===== src/rtl/xadd_pkg.sv =====
package xadd_pkg;

   localparam int IDX_W  = 5;
   localparam int SH_W   = 3;
   localparam int WORD_W = 32;

   // fixed opcode bits 30:21 of the decoded word
   localparam logic [9:0] FIXED_OPC = 10'b0101011001;

   typedef enum logic [1:0] {
      SZ_BYTE = 2'b00,
      SZ_HALF = 2'b01,
      SZ_WORD = 2'b10,
      SZ_DBL  = 2'b11
   } ext_size_e;

   typedef struct packed {
      logic             wide;
      logic [IDX_W-1:0] ofs_idx;
      logic             sgn;
      ext_size_e        size;
      logic [SH_W-1:0]  shamt;
      logic [IDX_W-1:0] base_idx;
      logic [IDX_W-1:0] dst_idx;
   } xadd_fields_t;

endpackage


===== src/rtl/xadd_decode.sv =====
module xadd_decode
   import xadd_pkg::*;
#(
   parameter int INSN_W    = 32,
   parameter int MAX_SHIFT = 4
) (
   input  logic [INSN_W-1:0] i_insn,
   output xadd_fields_t      o_fields,
   output logic              o_undef
);

   localparam int OPC_LO = 21;
   localparam int OPC_HI = OPC_LO + $bits(FIXED_OPC) - 1;

   initial begin
      assert (INSN_W == 32) else $fatal(1, "xadd_decode: word width must be 32");
      assert (MAX_SHIFT < (1 << SH_W)) else $fatal(1, "xadd_decode: shift limit too wide");
   end

   logic opc_bad;
   logic sh_bad;

   always_comb begin
      o_fields.wide     = i_insn[31];
      o_fields.ofs_idx  = i_insn[20:16];
      o_fields.sgn      = i_insn[15];
      o_fields.size     = ext_size_e'(i_insn[14:13]);
      o_fields.shamt    = i_insn[12:10];
      o_fields.base_idx = i_insn[9:5];
      o_fields.dst_idx  = i_insn[4:0];
   end

   assign opc_bad = (i_insn[OPC_HI:OPC_LO] != FIXED_OPC);
   assign sh_bad  = (int'(i_insn[12:10]) > MAX_SHIFT);
   assign o_undef = opc_bad | sh_bad;

   // a shift beyond the limit is never accepted
   always_comb begin
      if (int'(o_fields.shamt) > MAX_SHIFT)
         a_r5_reserved_shift: assert (o_undef) else $error("R5: reserved shift accepted");
   end

endmodule


===== src/rtl/xadd_operand.sv =====
module xadd_operand
   import xadd_pkg::*;
#(
   parameter int XLEN = 64
) (
   input  logic [XLEN-1:0] i_src,
   input  ext_size_e       i_size,
   input  logic            i_signed,
   input  logic [SH_W-1:0] i_shamt,
   output logic [XLEN-1:0] o_opnd
);

   localparam int NSZ = 4;

   initial begin
      assert (XLEN >= 64) else $fatal(1, "xadd_operand: XLEN must hold a doubleword");
   end

   logic [XLEN-1:0] cand [NSZ];
   logic [XLEN-1:0] ext_val;
   logic [XLEN-1:0] low_mask;

   for (genvar k = 0; k < NSZ; k++) begin : g_lane
      localparam int LW = 8 << k;
      logic [LW-1:0] part;
      assign part = i_src[LW-1:0];
      if (LW < XLEN) begin : g_fill
         logic fill;
         assign fill    = i_signed & part[LW-1];
         assign cand[k] = {{(XLEN-LW){fill}}, part};
      end else begin : g_full
         assign cand[k] = part;
      end
   end

   assign ext_val  = cand[i_size];
   assign o_opnd   = ext_val << i_shamt;
   assign low_mask = ~({XLEN{1'b1}} << i_shamt);

   always_comb begin
      // shifted-in positions are clear
      a_r4_low_clear: assert ((o_opnd & low_mask) == '0) else $error("R4: low bits set");
      // a negative byte fills the top when unshifted
      if (i_signed && i_size == SZ_BYTE && i_src[7] && i_shamt == '0)
         a_r3_sign_fill: assert (o_opnd[XLEN-1]) else $error("R3: sign fill missing");
      // zero extension of a short slice leaves the top clear
      if (!i_signed && i_size != SZ_DBL && i_shamt == '0)
         a_r2_zero_fill: assert (!o_opnd[XLEN-1]) else $error("R2: top bit set");
   end

endmodule


===== src/rtl/xadd_core.sv =====
module xadd_core #(
   parameter int W = 64
) (
   input  logic [W-1:0] i_a,
   input  logic [W-1:0] i_b,
   output logic [W-1:0] o_sum,
   output logic         o_neg,
   output logic         o_zero,
   output logic         o_carry,
   output logic         o_ovf
);

   initial begin
      assert (W >= 2) else $fatal(1, "xadd_core: width too small");
   end

   logic [W:0] wide_sum;

   assign wide_sum = {1'b0, i_a} + {1'b0, i_b};
   assign o_sum    = wide_sum[W-1:0];
   assign o_carry  = wide_sum[W];
   assign o_neg    = o_sum[W-1];
   assign o_zero   = ~|o_sum;
   assign o_ovf    = (i_a[W-1] == i_b[W-1]) && (o_sum[W-1] != i_a[W-1]);

   always_comb begin
      // a carry out means the sum wrapped below the first operand
      a_r9_carry_wrap: assert (o_carry == (o_sum < i_a)) else $error("R9: carry mismatch");
      // overflow always flips the sign against the first operand
      if (o_ovf)
         a_r10_ovf_sign: assert (o_sum[W-1] != i_a[W-1]) else $error("R10: bad overflow");
   end

endmodule


===== src/rtl/xadd_ext_unit.sv =====
module xadd_ext_unit
   import xadd_pkg::*;
#(
   parameter int XLEN      = 64,
   parameter int MAX_SHIFT = 4
) (
   input  logic [31:0]      i_insn,
   input  logic [XLEN-1:0]  i_base_val,
   input  logic [XLEN-1:0]  i_ofs_val,
   input  logic [XLEN-1:0]  i_sp_val,
   output logic [IDX_W-1:0] o_base_idx,
   output logic [IDX_W-1:0] o_ofs_idx,
   output logic [IDX_W-1:0] o_dst_idx,
   output logic [XLEN-1:0]  o_result,
   output logic             o_neg,
   output logic             o_zero,
   output logic             o_carry,
   output logic             o_ovf,
   output logic             o_undef
);

   localparam int NW = WORD_W;
   localparam logic [IDX_W-1:0] SP_IDX = '1;

   initial begin
      assert (XLEN == 2 * NW) else $fatal(1, "xadd_ext_unit: XLEN must be twice the narrow width");
   end

   xadd_fields_t     f;
   logic [XLEN-1:0]  op1;
   logic [XLEN-1:0]  op2;
   logic [XLEN-1:0]  sum_w;
   logic [NW-1:0]    sum_n;
   logic             n_w, z_w, c_w, v_w;
   logic             n_n, z_n, c_n, v_n;

   xadd_decode #(.INSN_W(32), .MAX_SHIFT(MAX_SHIFT)) i_dec (
      .i_insn   (i_insn),
      .o_fields (f),
      .o_undef  (o_undef)
   );

   assign op1 = (f.base_idx == SP_IDX) ? i_sp_val : i_base_val;

   xadd_operand #(.XLEN(XLEN)) i_opnd (
      .i_src    (i_ofs_val),
      .i_size   (f.size),
      .i_signed (f.sgn),
      .i_shamt  (f.shamt),
      .o_opnd   (op2)
   );

   xadd_core #(.W(XLEN)) i_add_wide (
      .i_a (op1), .i_b (op2), .o_sum (sum_w),
      .o_neg (n_w), .o_zero (z_w), .o_carry (c_w), .o_ovf (v_w)
   );

   xadd_core #(.W(NW)) i_add_narrow (
      .i_a (op1[NW-1:0]), .i_b (op2[NW-1:0]), .o_sum (sum_n),
      .o_neg (n_n), .o_zero (z_n), .o_carry (c_n), .o_ovf (v_n)
   );

   always_comb begin
      if (f.wide) begin
         o_result = sum_w;
         {o_neg, o_zero, o_carry, o_ovf} = {n_w, z_w, c_w, v_w};
      end else begin
         o_result = {{(XLEN-NW){1'b0}}, sum_n};
         {o_neg, o_zero, o_carry, o_ovf} = {n_n, z_n, c_n, v_n};
      end
   end

   assign o_base_idx = f.base_idx;
   assign o_ofs_idx  = f.ofs_idx;
   assign o_dst_idx  = f.dst_idx;

   always_comb begin
      // base index 31 routes the stack pointer
      if (o_base_idx == SP_IDX)
         a_r6_sp_base: assert (op1 == i_sp_val) else $error("R6: stack pointer not used");
      // narrow results keep the upper half clear
      if (!i_insn[31])
         a_r11_upper_zero: assert (o_result[XLEN-1:NW] == '0) else $error("R11: upper half set");
      // zero flag agrees with the delivered result
      if (o_zero)
         a_r8_zero_result: assert (o_result == '0) else $error("R8: zero flag with nonzero result");
   end

endmodule


===== config.mk =====
export PLATFORM = sky130hd
export DESIGN_NAME = xadd_ext_unit
export DESIGN_NICKNAME = d
export VERILOG_FILES = /design/src/rtl/xadd_pkg.sv /design/src/rtl/xadd_decode.sv /design/src/rtl/xadd_operand.sv /design/src/rtl/xadd_core.sv /design/src/rtl/xadd_ext_unit.sv
export SDC_FILE = /design/constraint.sdc
export NUM_CORES = 1
export LEC_CHECK = 0
export BUFFER_PORTS_ARGS = -buffer_cell sky130_fd_sc_hd__buf_2
export CAP_MARGIN = 15
export CORE_UTILIZATION = 35
export DETAILED_ROUTE_END_ITERATION = 8
export MAX_ROUTING_LAYER = met4
export PLACE_DENSITY = 0.55
export SLEW_MARGIN = 20
export SYNTH_ARGS = -nofsm -noshare
export SYNTH_HDL_FRONTEND = slang
export SYNTH_HIERARCHICAL = 1
export SYNTH_SLANG_ARGS = --single-unit

===== constraint.sdc =====
create_clock -name vclk -period 5.5
set_clock_uncertainty 0.1 [all_clocks]
set_input_delay 0.275 -clock vclk [all_inputs]
set_output_delay 0.275 -clock vclk [all_outputs]
set_load 0.1 [all_outputs]

# Word level (Yosys, flattened, before mapping)
# Cells that the tools add are included.
# classes
muxes	9
reduce_logical	6
add_sub_neg	2
order_cmp	2
shift	1
n_eq_ne	6
n_bitwise	5
# ops
operator	count
64-bit 2-to-1 mux	4
64-bit binary-select mux with 2-bit select	1
64-bit by 64-bit adder with 65-bit output	1
64-bit OR reduction	1
64-bit by 3-bit << shifter with 64-bit output	1
32-bit by 32-bit adder with 33-bit output	1
32-bit OR reduction	1
10-bit by 9-bit inequality test with 1-bit output (second input constant)	1
5-bit equality test (second input constant)	1
1-bit 2-to-1 mux	4
1-bit bitwise AND	3
3-bit >= comparator (second input constant)	1
3-bit > comparator (second input constant)	1
2-bit NOT with 3-bit output	1
1-bit equality test	2
1-bit logical AND	2
1-bit zero test	2
1-bit inequality test	2
1-bit OR	1
# word_totals
input_bits	224
regBits	0

# Longest topological paths before layout
# depth
word_depth	9
ltp_mapped	24

# Modules after synthesis
# The synthesis kept the hierarchy.
# by_module_without_submodules
module	cells_each	seq_area_each_um2	instances	area_each_um2
xadd_core at i_add_wide	627	0.0	1	4342.9
xadd_operand	369	0.0	1	2586.2
xadd_core at i_add_narrow	249	0.0	1	1795.5
xadd_ext_unit	148	0.0	1	1487.7
xadd_decode	27	0.0	1	207.7

# Least setup slack after synthesis
# OpenSTA, ideal clock, no wires.
# synth_timing
path_kind	input -> output
start	in i_insn[5]
end	out o_zero
arrival_ns	5.065
n_path_buf	3
path_slack_ns	0.060
required_ns	5.125
path_stages	19
path_cell_list	buf_4 > and3_2 > nand3_4 > clkbuf_8 > mux2_2 > ha_1 > clkbuf_1 > and4_1 > nor4bb_1 > nand3_1 > a21oi_1 > nor3_4 > xnor2_1 > or4b_4 > nor4_2 > nand4bb_1 > or4b_1 > nor4_2 > mux2_2
# synth_between
elab_chain_len	6
# synth_lines
item	line_no	rtl
start: declaration	xadd_ext_unit.sv:7	input logic [31:0] i_insn,
5-bit equality test	n/a	
64-bit 2-to-1 mux	xadd_ext_unit.sv:43	assign op1 = (f.base_idx == SP_IDX) ? i_sp_val : i_base_val;
net op1[28]	xadd_ext_unit.sv:30	logic [XLEN-1:0] op1;
64-bit by 64-bit adder with 65-bit output	xadd_core.sv:19	assign wide_sum = {1'b0, i_a} + {1'b0, i_b};
net sum_w[47]	xadd_ext_unit.sv:32	logic [XLEN-1:0] sum_w;
64-bit OR reduction	xadd_core.sv:23	assign o_zero = ~|o_sum;
1-bit zero test	xadd_core.sv:23	
net z_w	xadd_ext_unit.sv:34	logic n_w, z_w, c_w, v_w;
1-bit 2-to-1 mux	xadd_ext_unit.sv:64	if (f.wide) begin
end: declaration	xadd_ext_unit.sv:16	output logic o_zero,
# The timed path passes the listed nets, and every way through them passes these cells.

# Worst setup path in the final report
# layout_timing
start	in i_insn[10]
end	out o_zero
# layout_between
elab_chain_len	5
# layout_lines
item	line_no	rtl
64-bit by 3-bit << shifter with 64-bit output	xadd_operand.sv:37	assign o_opnd = ext_val << i_shamt;
net op2[15]	xadd_ext_unit.sv:31	logic [XLEN-1:0] op2;
32-bit by 32-bit adder with 33-bit output	xadd_core.sv:19	
net sum_n[27]	xadd_ext_unit.sv:33	logic [NW-1:0] sum_n;
32-bit OR reduction	xadd_core.sv:23	
1-bit zero test	xadd_core.sv:23	
net z_n	xadd_ext_unit.sv:35	logic n_n, z_n, c_n, v_n;
1-bit 2-to-1 mux	xadd_ext_unit.sv:64	
# The timed path passes the listed nets, and every way through them passes these cells.

==> reports/results.txt <==
Initial core utilization = 35.9%
Adder-cell share of the synthesized area = 11.9%
Synth area leaders = ha_1 12%, mux2_2 11%, mux2i_1 9.0%, a21oi_1 7.0%, xnor2_1 4.0%
Hold crit path type = in2out
Post-DP HPWL = 39.3 mm
Pre-CTS WS = -0.290 ns
Main combinational cell family by area after synthesis = compound AO/OA/AOI/OAI gates
GRT Overall Usage = 30.4%
Non-filler cells in the finished layout = 2443
Vias in the first global route = 13300
FFs & Latches = 0
Peak VDD IR = 0.000354 V
Routed WL = 48.2 mm
Post-synthesis sequential area ratio = 0%
Critical path class = in2out
Compound-cell area share of the yosys netlist = 29.3%
Status = complete, no violations
Critical path's top delay family = simple AND/OR/NAND/NOR gates
Share of layout cells above drive strength 1 = 55.1%
CP cell instances = bufbuf_16 -> mux2i_4 -> nor2_1 -> mux4_2 -> or2_4 -> buf_4 -> ha_4 -> nand4_1 -> nor3_1 -> buf_4 -> o2111ai_2 -> and4_4 -> nor2_1 -> xor2_1 -> or4_1 -> or4b_4 -> nor4b_4 -> mux2_4 -> buf_12
Total number of vias = 13700
Worst Tran Pin Value = 0.735 ns
Multi-input gate area = 11100 sq um
Post-Synth Simple-Gate Area = 22.0%
Post-synth top area share = 11.5%
Die extent in x = 175 microns
Mux share of post-synthesis cell area = 21.4%
Wire per inst = 19.7 microns
P per Cell Area = 252 nW/um^2
Crit path DAT = 5.09 ns
# rows = 62
DR DRC count = 0
DR iter-0 viols = 753
First-pass GRT wire length = 72.2 mm
Register area = 0 sq um
Critical path's largest stage delay = 0.59 ns
Tmin final = 5.46 ns
Fmax = 183 MHz
Hold WS = 0.450 ns
Syn avg cell area = 7.34 sq um
Rel. slew slack = 51.0%
Mapped cell area = 10400 sq um
Mapped Cells = 1420
Cells after DPL = 2377
Vias per std cell = 5.62
Final net count = 2383
Final-layout clock buffer total = 0
Area leader, netlist = ha_1
Final hold viol count = 0
Syn. warnings = 6
Setup ws final = 0.0396 ns
Max Fanout on Critical Path = 7
Final setup fails = 0
Routed Antenna Nets = 0
DR pass1 iterations = 5
Worst path required time = 5.12 ns
Period utilization = 99.3%
Leak = 7.90 nW
Post-Synth XOR/XNOR Area = 7.14%
Die area = 30500 sq um
Worst path bufs/invs = 4
Crit end category = primary output
Final Max Slew Viols = 0
GPL Wtd Cong = 0.972
Ports = 308
Fillers = 2657
Largest net degree at the start of global routing = 69
Core area = 29000 sq um
Max-cap violations = 0
Die Y = 175 microns
RSZ-0062 raised after global routing = yes
Ant diodes = 0
Global route overflow = 0
Antenna violations before repair = 0
Worst-path cell with the longest stage delay = or4b_4
Synth cell types = 102
Mapped Nets = 1742
Setup crit start kind = input pin
# port buffers = 288
Accumulated negative setup slack = 0 ns
Area grow syn2layout = 67.0%
path summary, 6_finish.rpt:
| kind | from | end | slack (ns) | cells past startpoint |
|---|---|---|---|---|
| setup / recovery | i_insn[10] | o_zero | 0.04 | 19 |
| hold / removal | i_insn[3] | o_dst_idx[3] | 0.45 | 0 |
per-stage QoR:
stage                     utilization, %  total power [mW]  instance area [sq um]
after global placement              52.1              3.98                  15100
after CTS                           55.4              4.13                  16100
after global routing                60.0              4.61                  17400
final                               60.0              4.39                  17400
after detailed placement            52.1              3.98                  15100
after floorplan                        -              2.56                  10400
cells by family after synthesis:
family,Yosys count
muxes,203
buffers and inverters,138
adders and majority gates,98
AOI/OAI and AO/OA,463
xor gates and xnor gates,85
and+or+nand+nor,433
report_power, final:
| group | total [mW] | internal, mW | switching [mW] |
|---|---|---|---|
| clock network | 0 | 0 | 0 |
| registers | 0 | 0 | 0 |
| logic | 4.39 | 1.71 | 2.68 |
| total | 4.39 | 1.71 | 2.68 |
cell usage in the layout (no fill, tap or decap), drive strengths merged, types with 21 or more instances in the layout:
cell type | Yosys | final
a211oi | 25 | 25
a21o | 32 | 32
a21oi | 149 | 149
and2 | 41 | 41
buf | 69 | 745
ha | 96 | 96
inv | 22 | 21
mux2 | 105 | 105
mux2i | 94 | 94
nand2 | 108 | 108
nand3 | 29 | 29
nand4 | 33 | 33
nor2 | 100 | 100
nor3 | 34 | 34
o21ai | 82 | 84
o22ai | 31 | 31
xnor2 | 47 | 47
xor2 | 38 | 38
cell usage after synthesis (all sizes together), types with 22 or more instances:
master,number
a21oi,149
nand2,108
mux2,105
nor2,100
ha,96
mux2i,94
o21ai,82
buf,69
clkbuf,47
xnor2,47
and2,41
xor2,38
nor3,34
nand4,33
a21o,32
o22ai,31
nand3,29
a211oi,25
inv,22
layout make-up:
class,count,area share [%]
Inverter,22,0.496
Multi-Input combinational cell,1284,63.5
Tap cell,384,2.76
Timing Repair Buffer,753,33.2
routing by layer:
layer / track usage, % / vias up / routed length, microns
met4: 8.84 / 0 / 1930
li1: - / 6687 / -
met3: 0.678 / 88 / 1930
met5: - / - / 0
met2: 56.3 / 468 / 24400
met1: 35.5 / 6498 / 19900
repair_timing:
item | in CTS | in global routing
gates resized for setup | 115 | 219
hold buffers | 0 | 0
pin swaps | 42 | 77
endpoints found under the setup margin | 2 | 4
cloned | 5 | 7
setup buffers | 32 | 23
hold endpoints to repair | 0 | 0
(Power assumes the default switching activity.)
